[config.mk]
export PLATFORM = sky130hd
export DESIGN_NAME = cq_gen_writer
export DESIGN_NICKNAME = d
export VERILOG_FILES = /design/src/rtl/cqw_pkg.sv /design/src/rtl/cqw_slot_tracker.sv /design/src/rtl/cqw_desc_packer.sv /design/src/rtl/cq_gen_writer.sv
export SDC_FILE = /design/constraint.sdc
export NUM_CORES = 1
export LEC_CHECK = 0
export BUFFER_PORTS_ARGS = -buffer_cell sky130_fd_sc_hd__clkbuf_2
export CORE_ASPECT_RATIO = 0.5
export CORE_MARGIN = 2
export CORE_UTILIZATION = 49
export CTS_BUF_LIST = sky130_fd_sc_hd__clkbuf_16
export DETAILED_ROUTE_END_ITERATION = 6
export HOLD_SLACK_MARGIN = 0.02
export PLACE_DENSITY = 0.81
export SLEW_MARGIN = 40
export SYNTH_ARGS = -nofsm -noshare
export SYNTH_HDL_FRONTEND = slang
export SYNTH_SLANG_ARGS = --single-unit
export TNS_END_PERCENT = 5
[constraint.sdc]
create_clock -name clk -period 3.3 [get_ports clk]
set_input_delay 0.66 -clock clk [delete_from_list [all_inputs] [get_ports clk]]
set_output_delay 0.66 -clock clk [all_outputs]
set_load 0.01 [all_outputs]
[src/rtl/cqw_pkg.sv]
package cqw_pkg;
  parameter int unsigned CQW_ADDR_W   = 32;
  parameter int unsigned CQW_WORD_W   = 32;
  parameter int unsigned CQW_TAG_W    = 16;
  parameter int unsigned CQW_LEN_W    = 14;
  parameter int unsigned CQW_MAX_LOG2 = 12;
  parameter int unsigned CQW_DESC_B   = 8;
  parameter int unsigned CQW_GEN_BIT  = 31;

  typedef struct packed {
    logic [CQW_TAG_W-1:0] tag;
    logic [CQW_LEN_W-1:0] len;
    logic                 rx;
    logic                 eop;
  } cq_event_t;

  function automatic logic [CQW_WORD_W-1:0] pack_lo(cq_event_t e);
    logic [CQW_WORD_W-1:0] w;
    w = '0;
    w[CQW_TAG_W-1:0] = e.tag;
    w[CQW_TAG_W +: CQW_LEN_W] = e.len;
    return w;
  endfunction

  function automatic logic [CQW_WORD_W-1:0] pack_hi(cq_event_t e, logic gen);
    logic [CQW_WORD_W-1:0] w;
    w = '0;
    w[0] = e.rx;
    w[1] = e.eop;
    w[CQW_GEN_BIT] = gen;
    return w;
  endfunction

  function automatic logic [CQW_ADDR_W-1:0] slot_addr(logic [CQW_ADDR_W-1:0] base,
                                                      logic [CQW_MAX_LOG2-1:0] idx,
                                                      logic hi);
    logic [CQW_ADDR_W-1:0] off;
    off = CQW_ADDR_W'(idx) * CQW_ADDR_W'(CQW_DESC_B);
    if (hi) off = off + CQW_ADDR_W'(CQW_DESC_B / 2);
    return base + off;
  endfunction

  function automatic logic [CQW_MAX_LOG2-1:0] last_index(logic [3:0] lg);
    logic [CQW_MAX_LOG2:0] n;
    int unsigned l;
    l = (int'(lg) > int'(CQW_MAX_LOG2)) ? CQW_MAX_LOG2 : int'(lg);
    n = (CQW_MAX_LOG2+1)'(1) << l;
    return CQW_MAX_LOG2'(n - 1'b1);
  endfunction
endpackage

[src/rtl/cqw_slot_tracker.sv]
module cqw_slot_tracker
  import cqw_pkg::*;
#(
  parameter int unsigned MAX_LOG2 = CQW_MAX_LOG2
) (
  input  logic                clk,
  input  logic                rst_n,
  input  logic [3:0]          log2,
  input  logic                advance,
  output logic [MAX_LOG2-1:0] idx,
  output logic                gen,
  output logic                wrap_evt
);
  logic [MAX_LOG2-1:0] last_idx;

  assign last_idx = last_index(log2);
  assign wrap_evt = advance && (idx >= last_idx);

  always_ff @(posedge clk) begin
    if (!rst_n) begin
      idx <= '0;
      gen <= 1'b1;
    end else if (advance) begin
      if (wrap_evt) begin
        idx <= '0;
        gen <= ~gen;
      end else begin
        idx <= idx + 1'b1;
      end
    end
  end

  p_gen_flip_r6: assert property (@(posedge clk) disable iff (!rst_n)
    wrap_evt |=> (gen != $past(gen)) && (idx == '0));
  p_gen_hold_r6: assert property (@(posedge clk) disable iff (!rst_n)
    (advance && !wrap_evt) |=> (gen == $past(gen)) && (idx == $past(idx) + 1'b1));
  p_idx_bound_r4: assert property (@(posedge clk) disable iff (!rst_n)
    $stable(log2) |-> (idx <= last_idx));
endmodule

[src/rtl/cqw_desc_packer.sv]
module cqw_desc_packer
  import cqw_pkg::*;
(
  input  cq_event_t             ev,
  input  logic                  gen,
  input  logic                  sel_hi,
  output logic [CQW_WORD_W-1:0] word
);
  logic [CQW_WORD_W-1:0] lo_w;
  logic [CQW_WORD_W-1:0] hi_w;

  assign lo_w = pack_lo(ev);
  assign hi_w = pack_hi(ev, gen);
  assign word = sel_hi ? hi_w : lo_w;

  always_comb begin
    if (!sel_hi) assert (word[CQW_GEN_BIT] == 1'b0); // R2 first word never holds a generation
  end
endmodule

[src/rtl/cq_gen_writer.sv]
module cq_gen_writer
  import cqw_pkg::*;
#(
  parameter int unsigned ADDR_W   = CQW_ADDR_W,
  parameter int unsigned MAX_LOG2 = CQW_MAX_LOG2
) (
  input  logic              clk,
  input  logic              rst_n,
  input  logic              ev_valid,
  output logic              ev_ready,
  input  logic [15:0]       ev_tag,
  input  logic [13:0]       ev_len,
  input  logic              ev_rx,
  input  logic              ev_eop,
  input  logic [ADDR_W-1:0] cfg_base,
  input  logic [3:0]        cfg_log2,
  output logic              mem_valid,
  input  logic              mem_ready,
  output logic [ADDR_W-1:0] mem_addr,
  output logic [31:0]       mem_data,
  output logic              mem_last
);
  typedef enum logic [1:0] {ST_IDLE, ST_LO, ST_HI} wr_state_t;

  wr_state_t           state;
  cq_event_t           ev_q;
  logic                accept;
  logic                lo_done;
  logic                hi_done;
  logic [MAX_LOG2-1:0] slot_idx;
  logic                slot_gen;
  logic                slot_wrap;

  assign accept   = ev_valid && ev_ready;
  assign lo_done  = (state == ST_LO) && mem_ready;
  assign hi_done  = (state == ST_HI) && mem_ready;
  assign ev_ready = (state == ST_IDLE);

  always_ff @(posedge clk) begin
    if (!rst_n) begin
      state <= ST_IDLE;
      ev_q  <= '0;
    end else begin
      case (state)
        ST_IDLE: if (accept) begin
          state <= ST_LO;
          ev_q  <= '{tag: ev_tag, len: ev_len, rx: ev_rx, eop: ev_eop};
        end
        ST_LO:   if (lo_done) state <= ST_HI;
        ST_HI:   if (hi_done) state <= ST_IDLE;
        default: state <= ST_IDLE;
      endcase
    end
  end

  cqw_slot_tracker #(.MAX_LOG2(MAX_LOG2)) u_slot (
    .clk      (clk),
    .rst_n    (rst_n),
    .log2     (cfg_log2),
    .advance  (hi_done),
    .idx      (slot_idx),
    .gen      (slot_gen),
    .wrap_evt (slot_wrap)
  );

  cqw_desc_packer u_pack (
    .ev     (ev_q),
    .gen    (slot_gen),
    .sel_hi (state == ST_HI),
    .word   (mem_data)
  );

  assign mem_valid = (state != ST_IDLE);
  assign mem_last  = (state == ST_HI);
  assign mem_addr  = ADDR_W'(slot_addr(CQW_ADDR_W'(cfg_base), slot_idx, state == ST_HI));

  p_hold_r7: assert property (@(posedge clk) disable iff (!rst_n)
    (mem_valid && !mem_ready) |=> mem_valid && $stable(mem_addr) && $stable(mem_data) && $stable(mem_last));
  p_one_flight_r8: assert property (@(posedge clk) disable iff (!rst_n)
    mem_valid |-> !ev_ready);
  p_order_r3: assert property (@(posedge clk) disable iff (!rst_n)
    (mem_valid && !mem_last && mem_ready) |=> (mem_valid && mem_last));
  p_hi_addr_r4: assert property (@(posedge clk) disable iff (!rst_n)
    (mem_valid && mem_last) |-> mem_addr[2]);
  p_slot_move_r6: assert property (@(posedge clk) disable iff (!rst_n)
    (mem_valid && mem_last && mem_ready) |=> !mem_valid);
endmodule

### Word level (Yosys, flattened, before mapping)

Index checks and enable logic that the tools add are counted.

* reduce and logical (&&, ||, !) cells: 9
* shift-type cells: 1
* $add $sub $neg: 4
* muxes and demuxes: 8
* bitwise gates (word level): 1
* $lt $le $gt $ge: 2
* equality and inequality tests: 5

Operators with widths (count)
* 32-bit adder: 1
* 32-bit two-way mux: 1
* 1-bit by 32-bit << shifter with 12-bit output (first input constant): 1
* 15-bit by 3-bit adder with 16-bit output (second input constant): 1
* 16-bit two-way mux: 1
* 12-bit by 1-bit adder with 12-bit output (second input constant): 1
* 12-bit >= comparator: 1
* 12-bit two-way mux: 1
* 12-bit by 1-bit subtractor with 12-bit output (second input constant): 1
* 2-bit two-way mux: 3
* 2-bit case mux with 3 select lines: 1
* 4-bit greater-than comparator (second input constant): 1
* 1-bit logical AND: 4
* 4-bit two-way mux: 1
* 2-bit inequality test (second input constant): 2
* 2-bit AND reduction: 2
* 3-bit AND reduction: 1
* 2-bit by 1-bit == test with 1-bit output (second input constant): 1
* 2-bit == test (second input constant): 1
* 2-bit zero test: 1
* 2-bit by 1-bit inequality test with 1-bit output (second input constant): 1
* 2-bit nonzero test: 1
* 1-bit NOT: 1

* flip-flop bits (word level): 47
* input port bits: 72

### Longest topological paths before layout

Gate-level depths: netlist of the first run.

* depth after elaboration: 7
* gate-level depth with buffers: 15

### Hierarchy

From an unflattened synthesis of the first run, not the netlist that was laid out.

* cells, all modules: 453
* area, all modules: 3542.1 um^2

Modules (own cells, without submodules)
* cq_gen_writer: area an instance 2282.2 um^2, cells each 293, sequential area each 680.7 um^2, times used 1
* cqw_slot_tracker: area an instance 1019.7 um^2, cells each 124, sequential area each 260.2 um^2, times used 1
* cqw_desc_packer: area an instance 240.2 um^2, cells each 36, sequential area each 0.0 um^2, times used 1

### Worst setup path before layout of the first run

OpenSTA, ideal clock, no wires.

* path kind: register to output
* from: register state[0]
* to: output mem_addr[24]
* data arrival time: 2470 ps
* required time: 2640 ps
* slack: 170 ps
* cell stages (with the launch flop): 12
* path through: dfxtp_1 nand2b_1 inv_1 ha_1 inv_1 fa_1 nor2b_1 o2111ai_1 a21oi_1 o211a_2 o2111ai_1 a2bb2oi_1

* word-level cells in the longest chain between the ends: 3

RTL lines
* start, declared: RTL line cq_gen_writer.sv:25 `wr_state_t state;`
* start signal, assigned: RTL line cq_gen_writer.sv:41 `state <= ST_IDLE;`
* start signal, assigned: RTL line cq_gen_writer.sv:46 `state <= ST_LO;`
* start signal, assigned: RTL line cq_gen_writer.sv:49 `ST_LO: if (lo_done) state <= ST_HI;`
* 2-bit == test
* net mem_last: RTL line cq_gen_writer.sv:21 `output logic mem_last`
* 16-bit two-way mux: RTL line cqw_pkg.sv:39 `if (hi) off = off + CQW_ADDR_W'(CQW_DESC_B / 2);`
* 32-bit adder: RTL line cqw_pkg.sv:40 `return base + off;`
* end, declared: RTL line cq_gen_writer.sv:19 `output logic [ADDR_W-1:0] mem_addr,`

The timed path passes the listed nets, and every way through them passes these cells.

### Worst setup path after layout of the first run

* from: register state[1]
* to: output mem_addr[28]

* word-level cells in the longest chain between the ends: 3

RTL lines
* 2-bit == test: RTL line cq_gen_writer.sv:75 `assign mem_addr = ADDR_W'(slot_addr(CQW_ADDR_W'(cfg_base), slot_idx, state == ST_HI));`
* 16-bit two-way mux: RTL line cqw_pkg.sv:39
* 32-bit adder: RTL line cqw_pkg.sv:40

Every way passes these cells.

==> reports/results.tsv, run 1 <==
stage	metric	value	unit
global_route	Global Route Usage Sum	0.2094	
route	WL/cell	12.10	um
global_route	vias in the first global route	3206	
route	Vias	3480	
layout	Multi-input gate area	2460	um^2
synth	Synth Area in Adders	0.1052	
floorplan	# rows	21	
floorplan	die area	7663	um^2
layout	layout cells sized above 1	0.3192	
route	Max Used Layer	met4	
layout	Seq. cell area	942.2	um^2
critical_path	critical path data required time	2.64	ns
synth	post-synthesis mux area share	0.005887	
layout	Area Growth Syn to Fin	33.96	%
route	met2 WL	3944	um
synth	largest family of logic cells by synthesized area	simple AND/OR/NAND/NOR gates	
synth	synth top area cells	dfxtp_1, nand2_1, ha_1	
place	DP Wirelength	6107	um
synth	area leader, netlist	dfxtp_1	
floorplan	I/O Pins	139	
sta	Relative slew margins	0.6012	
layout	Non-Filler Instances	681	
layout	fin area	4556	um^2
critical_path	Crit Path Class	reg2out	
global_route	largest net degree at the start of global routing	37	
flow_run	max-cap violation count	0	
synth	sequential-to-total area share from yosys stat	0.2767	
synth	Synth Area in Simple Gates	0.2789	
pwr	maximum VDD drop	0.3522	mV
synth	most frequent cell after synthesis	nand2_1	
floorplan	Die X	121.8	um
clock_tree	Reg clk slew, reported paths	0.07	ns
synth	syn nets	547	
synth	Warnings, synthesis	0	
route	remaining antenna violation count	0	
route	Detailed Route WL	8239	um
clock_tree	htree depth	2	
synth	top cells by count, synth	nand2_1, dfxtp_1, nor2_1, and2_1, a21boi_0	
place	Port-buffer cells	133	
floorplan	Initial Util	0.5076	
clock_tree	CTS root buf	clkbuf_16	
global_route	total grt overflow	0	
synth	Async SR Flop Fraction	0	
min_path	Worst Hold Class	reg2reg	
synth	Distinct cells, synth	50	
layout	Post-Route Utilization	0.6799	
global_route	first-pass GRT wire length	13410	um
place	placed insts	671	
route	Pre-antenna DRT Iters	4	
sta	RSZ-0062 raised after global routing	true	
place	Final GP Congestion	0.8114	
route	Avg Vias per Cell	5.110	
sta	final hold vios	0	
sta	Min Clock Period, post-route	3.331	ns
floorplan	die height	62.91	um
synth	Synth Flop Type	dfxtp_1	
clock_tree	clk buf depth	2	
synth	Post-synth EDFFs	0	
synth	Synth Area in XOR/XNOR	0.09014	
clock_tree	clock sink count	47	
sta	Achievable Freq	300.2	MHz
synth	top cell type's share of synthesized area	0.2767	
synth	Synth Register Bits	47	
floorplan	CORE AREA	6700	um^2
critical_path	Setup crit end kind	output port	
sta	final clock skew	0.007676	ns
synth	Post-Syn Instances	447	
pwr	leakage power	0.002205	uW
critical_path	CP arrival	2.67	ns
synth	Synth Cell Area	3401	um^2
synth	Synth Area in Compound Gates	0.2016	
clock_tree	worst-skew pair later-pin latency	0.28	ns
route	Starting DRT DRC Count	122	
sta	setup slack after layout	-0.03075	ns
place	DP Area	4259	um^2
clock_tree	CTS buffer count	5	
global_route	initial antenna violation count	0	
sta	Final setup viols	1	
pwr	PD cells	309.3	nW/um^2
critical_path	biggest fanout along the worst timing path	5	
route	# DRC	0	
sta	Final Max Tran Viols	0	
layout	NumNets Final	688	
route	Met3 Wirelength	716	um
place	post-place setup slack	-0.1394	ns
sta	Slew @ Worst Pin	0.5982	ns
clock_tree	CTS tree	yes	
layout	number of fill cells in the layout	563	
synth	Avg Inst Size Synth	7.608	um^2
route	WL met1	3509	um
sta	period utilization	1.009	
status	status	finished with violations	
status	violated checks	negative setup slack	
critical_path	Critical Path Start Type	flip-flop	
layout	diode count	0	
-- critical path, stage by stage (launching register included) --
cell and delay (ns):
dfxtp_1 0.38, nand2b_4 0.07, inv_4 0.06, ha_4 0.12, inv_2 0.04, fa_2 0.41, nor2b_4 0.16, o2111ai_4 0.17
a21oi_4 0.23, o211a_4 0.25, o21ai_2 0.10, o2bb2ai_1 0.22, clkbuf_2 0.17
-- worst paths after layout --
path                      start        endpoint  slack, ns  cells after the start
hold / removal          ev_q[2]         ev_q[2]       0.46                      2
setup / recovery       state[1]    mem_addr[28]      -0.03                     12
setup reg to reg  u_slot.idx[0]  u_slot.idx[10]       1.21                      9
hold reg to reg         ev_q[2]         ev_q[2]       0.46                      2
-- per-layer routing --
metal,global-route usage,up-vias
met2,0.3883,112
met3,0.07026,6
met1,0.2372,1564
met4,0.03161,0
li1,-,1798
met5,0,-
-- registers in the layout, indices dropped and copies added, names as in the netlist --
signal,flops
state,2
u_slot.gen,1
u_slot.idx,12
ev_q,32
-- cell usage in the layout (no fill, tap or decap), types with 6 or more instances in the layout --
| cell | instances |
|---|---|
| a21boi_0 | 32 |
| and2_1 | 33 |
| dfxtp_1 | 46 |
| buf_4 | 22 |
| nand4_1 | 6 |
| xor2_1 | 18 |
| clkbuf_2 | 130 |
| inv_1 | 8 |
| o21ai_0 | 14 |
| nand2_1 | 95 |
| ha_1 | 25 |
| xnor2_1 | 16 |
| nor2_1 | 34 |
| a21oi_1 | 16 |
| nor3_1 | 7 |
-- metrics by stage --
stage / setup TNS (ns) / power, uW / hold slack (ns)
after global routing: -0.3996 / 1488 / 0.4890
after CTS: 0 / 1418 / 0.4643
after floorplan: 0 / 787.7 / 0.4388
final: -0.03075 / 1409 / 0.4582
after global placement: -0.4495 / 912.7 / 0.4473
after detailed placement: -0.8041 / 918.6 / 0.4546
-- power by group --
part / internal, uW / leakage, uW / switching [uW]
Clock: 283 / 0.0000742 / 213
Combinational: 143 / 0.00175 / 165
Sequential: 594 / 0.000384 / 11.2
Total: 1020 / 0.00221 / 389
-- cell families (layout without fill, tap and decap cells) --
group	count (synthesis)	count (layout)
other cells	1	1
simple gates	203	203
compound gates	98	99
flops	47	47
buf+inv	33	174
fa+ha+maj	28	28
mux	2	2
xor+xnor	35	35
-- area by class of cell --
| cell class | instances | area share |
|---|---|---|
| Timing Repair Buffer | 156 | 0.1868 |
| Clock buffer | 5 | 0.02746 |
| Inverter | 10 | 0.008789 |
| Clock inverter | 3 | 0.004944 |
| Tap cell | 92 | 0.02527 |
| Multi-Input combinational cell | 368 | 0.5400 |
| Sequential cell | 47 | 0.2068 |
-- repair_timing --
action                                  in CTS  in global routing
pin swaps                                    2                  8
gates cloned                                 1                  0
hold buffers                                 0                  0
buffers inserted                             1                  0
endpoints found under the setup margin       8                 25
gates resized for setup                      5                 24
Power figures use the tool's default switching activity.
==> run 2, diff against run 1 <==
- CORE_UTILIZATION: 49 -> 50
- PLACE_DENSITY: 0.81 -> 0.82
- SYNTH_HIERARCHICAL: default -> 1
==> run 2 against run 1 <==
Effect of this change:
- the flow now finishes without violations
- first-iteration DRC count down 3.3%
- register-to-register slack worse by 0.08 ns
- combinational power up 2%
- core utilization up 0.15 points
- maximum frequency up 2.4%
- non-clock buffer count up 2
- synthesized cell count up 1.3%
- clock power up 2%
- clock skew down 0.0061 ns
- clock-buffer cell count unchanged
- flip-flop and latch count unchanged
- critical endpoint is now mem_addr[20]
- highest routed layer unchanged
==> reports/results.tsv, run 2 <==
stage	metric	value	unit	change
route	Detailed Route WL	8935	um	+8.4%
synth	Distinct cells, synth	57		+14%
critical_path	biggest fanout along the worst timing path	4		-1
floorplan	die height	63.52	um	+0.96%
synth	top cell type's share of synthesized area	0.2656		-0.01104
synth	Warnings, synthesis	6		+6
synth	Async SR Flop Fraction	0		unchanged
pwr	Combinational Power Share	0.220		+0.002
critical_path	Critical Path Start Type	flip-flop		
floorplan	# rows	21		unchanged
sta	setup slack after layout	0.04873	ns	+0.07948 ns
pwr	maximum VDD drop	0.1919	mV	-46%
layout	Post-Route Utilization	0.6814		+0.001507
synth	most frequent cell after synthesis	nand2_1		
global_route	initial antenna violation count	0		unchanged
layout	NumNets Final	696		+1.2%
floorplan	I/O Pins	139		unchanged
route	Met3 Wirelength	585	um	-18%
pwr	Psw	406.6	uW	+4.5%
place	Port-buffer cells	133		unchanged
pwr	sw frac	0.2854		+0.009286
floorplan	Initial Util	0.5225		+0.01495
sta	Relative slew margins	0.5125		-0.08874
critical_path	critical path buffer and inverter count	2		-1
layout	most frequent cells in the layout	clkbuf_2, nand2_1, dfxtp_1		
place	Final GP Congestion	0.7994		-1.5%
critical_path	reg2reg path depth	8		-1
pwr	PD cells	308.4	nW/um^2	-0.29%
clock_tree	clock sink count	47		unchanged
min_path	hold path cells	2		unchanged
synth	area leader, netlist	dfxtp_1		
floorplan	die area	7814	um^2	+2.0%
global_route	largest net degree at the start of global routing	41		+11%
synth	Synth Flop Type	dfxtp_1		
layout	Non-Filler Instances	689		+1.2%
route	Starting DRT DRC Count	118		-3.3%
clock_tree	Reg clk slew, reported paths	0.07	ns	about the same
sta	Final setup viols	0		-1
route	Avg Vias per Cell	5.161		+1.0%
synth	Post-synth EDFFs	0		unchanged
floorplan	Die X	123.0	um	+1.0%
synth	Post-Syn Instances	453		+1.3%
place	post-place setup slack	-0.1600	ns	-0.02058 ns
sta	RSZ-0062 raised after global routing	true		
pwr	leakage power	0.002221	uW	+0.72%
clock_tree	CTS buffer count	5		unchanged
route	remaining antenna violation count	0		unchanged
critical_path	Crit Path Class	reg2out		
min_path	hold path startpoint	ev_q[3]		
min_path	Worst Hold Class	reg2reg		
place	placed insts	680		+1.3%
synth	Synth Cell Area	3542	um^2	+4.2%
route	WL met1	3857	um	+9.9%
status	status	completed		
global_route	vias in the first global route	3361		+4.8%
place	DP Wirelength	6781	um	+11%
synth	synth top area cells	dfxtp_1, nand2_1, ha_1		
critical_path	critical path cell sequence	nor2b_4 > ha_4 > inv_1 > fa_2 > or2b_1 > a21oi_4 > o21ai_2 > a31oi_4 > and3_4 > xor2_1 > buf_2		
layout	layout cells sized above 1	0.3183		-0.0009271
route	Max Used Layer	met4		
route	Pre-antenna DRT Iters	4		unchanged
synth	Synth Register Bits	47		unchanged
critical_path	Setup crit start	state[1]		
critical_path	critical path data required time	2.64	ns	about the same
sta	period utilization	0.9852		-0.02408
sta	final hold vios	0		unchanged
route	met2 WL	4285	um	+8.6%
clock_tree	CTS tree	yes		
flow_run	max-cap violation count	0		unchanged
synth	top cells by count, synth	nand2_1, dfxtp_1, a21boi_0, nor2b_1, ha_1		
synth	sequential-to-total area share from yosys stat	0.2656		-0.01104
clock_tree	clk buf depth	2		unchanged
critical_path	Setup crit end kind	output port		
pwr	Clock Power Share	0.355		+0.003
clock_tree	htree depth	2		unchanged
synth	Avg Inst Size Synth	7.819	um^2	+2.8%
sta	Min Clock Period, post-route	3.251	ns	-0.07948 ns
route	WL/cell	12.97	um	+7.2%
layout	diode count	0		unchanged
synth	syn nets	553		+1.1%
layout	Area Growth Syn to Fin	30.41	%	
critical_path	slowest stage delay, CP	0.33	ns	-0.08 ns
pwr	Internal Pwr Total	1018	uW	-0.19%
layout	Reg with most FFs	ev_q		
floorplan	CORE AREA	6779	um^2	+1.2%
critical_path	cell depth of the worst setup path	11		-1
clock_tree	worst-skew pair later-pin latency	0.29	ns	about the same
sta	Final Max Tran Viols	0		unchanged
global_route	total grt overflow	0		unchanged
layout	largest registers	ev_q: 32 flops, u_slot/idx: 12 flops, state: 2 flops		
global_route	first-pass GRT wire length	14430	um	+7.6%
layout	most common cell after layout, fill and taps aside	clkbuf_2		
critical_path	CP delay by family, top	simple AND/OR/NAND/NOR gates		
sta	Achievable Freq	307.6	MHz	+2.4%
critical_path	CP max-delay cell	dfxtp_2		
critical_path	CP arrival	2.59	ns	-0.08 ns
clock_tree	CTS root buf	clkbuf_16		
global_route	Global Route Usage Sum	0.2275		+0.01815
route	# DRC	0		unchanged
critical_path	Reg-to-Reg Start	state[1]		
layout	flip-flop count of the largest register after layout	32		unchanged
sta	final clock skew	0.001612	ns	-0.006064 ns
pwr	register share of total power	0.425		-0.005
route	Vias	3556		+2.2%
sta	Slew @ Worst Pin	0.7295	ns	+0.1313 ns
-- run 2: cell types whose count changed after synthesis, sizes merged, moves of 7 or more --
cell / delta
nand3: +9
o21ai: -7
and2: -28
nor2b: +30
nor2: -8
-- run 2: logic make-up (layout without fill, tap and decap cells) --
| logic type | Yosys count | count (layout) | synth area share |
|---|---|---|---|
| adders and majority gates | 28 | 28 | 0.1010 |
| xor gates and xnor gates | 35 | 35 | 0.08654 |
| and+or+nand+nor | 205 | 205 | 0.2819 |
| DFF | 47 | 47 | 0.2656 |
| muxes | 4 | 4 | 0.01342 |
| buffers and inverters | 37 | 181 | 0.04592 |
| other | 1 | 1 | 0.001059 |
| AOI/OAI and AO/OA | 96 | 96 | 0.2045 |
-- run 2: routing by layer --
| metal | GRT usage | up-vias |
|---|---|---|
| met1 | 0.2574 | 1604 |
| met5 | 0 | - |
| li1 | - | 1832 |
| met3 | 0.05254 | 19 |
| met2 | 0.4123 | 101 |
| met4 | 0.09091 | 0 |
-- run 2: power by group through the flow --
stage | registers, uW | clock network (uW) | logic, uW
final | 605 | 506 | 313
after floorplan | 616 | 0 | 178
after detailed placement | 618 | 0 | 310
after global placement | 617 | 0 | 304
after global routing | 609 | 536 | 352
after CTS | 606 | 523 | 314
-- run 2: repair_timing --
item | CTS | global route
hold buffers | 0 | 0
setup buffers | 1 | 0
endpoints found under the setup margin | 11 | 17
resized for setup | 11 | 7
pin swaps | 5 | 5
-- run 2: stage by stage --
stage	power, uW	area, um^2	hold slack (ns)	setup TNS, ns
2_1_floorplan	794.4	3545	0.4364	-0.05867
3_3_place_gp	920.8	4399	0.4483	-0.2437
3_5_place_dp	928.3	4399	0.4547	-0.8349
4_1_cts	1442	4597	0.4645	0
5_1_grt	1497	4619	0.4857	-0.3612
6_report	1425	4619	0.4606	0
-- run 2: final cells by class --
class / instances / area (um^2)
clock inverter: 3 / 21.27
sequential: 47 / 942.2
timing repair buffer: 158 / 853.3
tap: 92 / 115.1
inverter: 15 / 56.30
clock buffer: 5 / 125.1
multi-input combinational: 369 / 2506
fill: 582 / 2160
-- run 2: final timing paths --
path,slack (ns),endpoint
min reg2reg,0.46,ev_q[3]
min,0.46,ev_q[3]
max,0.05,mem_addr[20]
max reg2reg,1.13,u_slot/idx[11]
-- run 2: worst register-to-register path, delay by kind of cell, from the launching register on --
family,cells,cell delay (ns)
and+or+nand+nor,6,1.19
buffers and inverters,1,0.35
DFF,1,0.33
xor gates and xnor gates,1,0.19
==> run 3, diff against run 2 <==
- CELL_PAD_IN_SITES_DETAIL_PLACEMENT: default -> 1
- CELL_PAD_IN_SITES_GLOBAL_PLACEMENT: default -> 1
- CORE_UTILIZATION: 50 -> 35
- PLACE_DENSITY: 0.82 -> default
- PLACE_DENSITY_LB_ADDON: default -> 0.1
==> run 3 against run 2 <==
Effect of this change:
- die area is 41% higher
- clock-buffer cell count stayed put
- combinational power hardly changed
- register-to-register slack worse by 0.04 ns
- final cell count is 6.5% higher
- clock power is 2% higher
- power is 0.46% higher
- flip-flop and latch count stayed put
- core utilization is 19 points lower
- wire length is 7.0% higher
- worst hold slack better by 0.0015 ns
- non-clock buffer count is 2 higher
==> reports/results.tsv, run 3 (synthesis results as in run 2) <==
stage	metric	value	unit	change
global_route	met2 Resource Use GR	0.3276		-0.08472
clock_tree	CTS tree	yes		
global_route	met1 Use GR	0.2104		-0.04696
critical_path	worst r2r dst	u_slot/idx[11]		
route	Avg Vias per Cell	4.797		-7.1%
min_path	hold endpoint	ev_q[6]		
clock_tree	clock sink count	47		unchanged
route	Starting DRT DRC Count	97		-18%
layout	Post-Route Utilization	0.4866		-0.1948
route	Pre-antenna DRT Iters	4		unchanged
global_route	initial antenna violation count	0		unchanged
route	Detailed Route WL	9561	um	+7.0%
sta	final clock skew	0.01162	ns	+0.01001 ns
layout	diode count	0		unchanged
layout	layout cells sized above 1	0.3255		+0.007285
layout	most frequent cells in the layout	clkbuf_2, nand2_1, dfxtp_1		
route	remaining antenna violation count	0		unchanged
pwr	PD cells	305.3	nW/um^2	-1.0%
critical_path	Reg-to-Reg Start	state[1]		
sta	Min Clock Period, post-route	3.281	ns	+0.02977 ns
critical_path	reg2reg path depth	8		unchanged
place	Final GP Congestion	0.7465		-6.6%
status	status	completed		
layout	Area Growth Syn to Fin	32.36	%	
clock_tree	worst-skew pair later-pin latency	0.29	ns	about the same
clock_tree	CTS root buf	clkbuf_16		
sta	Achievable Freq	304.8	MHz	-0.91%
global_route	vias in the first global route	3455		+2.8%
sta	setup TNS	0	ns	unchanged
floorplan	Initial Util	0.3677		-0.1549
global_route	first-pass GRT wire length	15780	um	+9.4%
clock_tree	Reg clk slew, reported paths	0.07	ns	about the same
sta	period utilization	0.9943		+0.009022
sta	final hold vios	0		unchanged
min_path	Worst Hold Class	reg2reg		
min_path	hold path startpoint	ev_q[6]		
floorplan	I/O Pins	139		unchanged
sta	Final setup viols	0		unchanged
clock_tree	htree depth	2		unchanged
layout	largest registers	ev_q: 32 flops, u_slot/idx: 12 flops, state: 2 flops		
global_route	GR peak layer	met2		
floorplan	die height	75.14	um	+18%
route	WL/cell	13.03	um	+0.45%
clock_tree	Hold-fix buffers, CTS	0		unchanged
sta	Final Max Tran Viols	0		unchanged
route	# DRC	0		unchanged
layout	flip-flop count of the largest register after layout	32		unchanged
floorplan	CORE AREA	9634	um^2	+42%
place	Port-buffer cells	133		unchanged
critical_path	CP arrival	2.62	ns	+0.03 ns
floorplan	# rows	25		+19%
clock_tree	clk buf depth	2		unchanged
global_route	GR Util met3	0.05152		-0.001021
global_route	Global Route Usage Sum	0.1768		-0.05074
clock_tree	CTS buffer count	5		unchanged
sta	Relative slew margins	0.5148		+0.002335
critical_path	critical path data required time	2.64	ns	about the same
layout	NumNets Final	698		+0.29%
critical_path	biggest fanout along the worst timing path	4		unchanged
floorplan	Die X	146.3	um	+19%
layout	Reg with most FFs	ev_q		
layout	most common cell after layout, fill and taps aside	clkbuf_2		
pwr	maximum VDD drop	0.1873	mV	-2.4%
pwr	leakage power	0.002233	uW	+0.52%
critical_path	Crit Path Class	reg2out		
global_route	largest net degree at the start of global routing	41		unchanged
place	DP Wirelength	7436	um	+9.7%
flow_run	max-cap violation count	0		unchanged
critical_path	Setup crit end kind	output port		
sta	RSZ-0062 raised after global routing	true		
critical_path	Critical Path Start Type	flip-flop		
min_path	hold path cells	2		unchanged
route	Vias	3521		-0.98%
sta	Slew @ Worst Pin	0.7260	ns	-0.003495 ns
floorplan	die area	10990	um^2	+41%
critical_path	r2r setup slk	1.09	ns	-0.04 ns
global_route	total grt overflow	0		unchanged
run 3: changes by cell type in the layout (fill, tap and decap cells not counted), moves of 2 or more:
cell      delta
clkinv_4     -2
a211oi_1     -2
a211oi_2     +2
a21oi_2      +2
buf_4        +2
run 3: final cells by class:
| cell class | count | area (um^2) |
|---|---|---|
| fillers | 1245 | 4946 |
| well taps | 135 | 168.9 |
| repair buffers | 160 | 868.3 |
| multi-input cells | 369 | 2507 |
| clock buffers | 5 | 125.1 |
| inverters | 15 | 56.30 |
| flip-flops and latches | 47 | 942.2 |
| clock inverters | 3 | 20.02 |
run 3: metal layers:
| metal | share of wire | wire length, um | vias to the layer above |
|---|---|---|---|
| met3 | 0.063 | 606 | 5 |
| li1 | - | - | 1831 |
| met5 | 0 | 0 | - |
| met4 | 0.0058 | 55 | 0 |
| met2 | 0.47 | 4467 | 85 |
| met1 | 0.46 | 4432 | 1600 |
run 3: critical path: stages, from the launching register on:
cell and delay, ns:
dfxtp_2 0.33, nor2b_4 0.17, ha_4 0.15, inv_2 0.04, fa_2 0.34, or2b_1 0.27, a21oi_2 0.13, buf_4 0.14
o21ai_2 0.10, a31oi_4 0.20, and3_1 0.19, xor2_1 0.14, clkbuf_2 0.14
run 3: worst max-delay path by stage:
stage                         endpoint  depth (start not counted)         from  slack [ns]
after floorplan             u_slot/gen                         14  cfg_log2[2]       -0.06
after global placement    mem_addr[20]                         12  cfg_base[2]       -0.08
after global routing      mem_addr[12]                         12     state[1]       -0.11
final                     mem_addr[20]                         12     state[1]        0.02
after CTS                 mem_addr[10]                         12     state[1]       0.003
after detailed placement  mem_addr[20]                         12  cfg_base[2]       -0.18
run 3: through the flow:
stage | instances | hold slack [ns] | setup slack (ns) | cell area (um^2) | total power, uW
after CTS | 734 | 0.4664 | 0.003047 | 4659 | 1458
final | 734 | 0.4622 | 0.01895 | 4688 | 1431
after global placement | 726 | 0.4501 | -0.08100 | 4476 | 927.8
after detailed placement | 726 | 0.4564 | -0.1814 | 4476 | 933.1
after floorplan | 453 | 0.4364 | -0.05867 | 3545 | 794.4
after global routing | 734 | 0.4881 | -0.1144 | 4688 | 1514
run 3: power breakdown:
part | internal [uW] | switching [uW] | total, uW
Combinational | 143 | 170 | 312
Sequential | 594 | 11.0 | 605
Clock | 281 | 233 | 514
Total | 1020 | 413 | 1430
run 3: what timing repair did:
item / CTS / global route
resized for setup: 11 / 9
pin swaps: 2 / 6
endpoints found under the setup margin: 11 / 20
setup buffers: 0 / 0
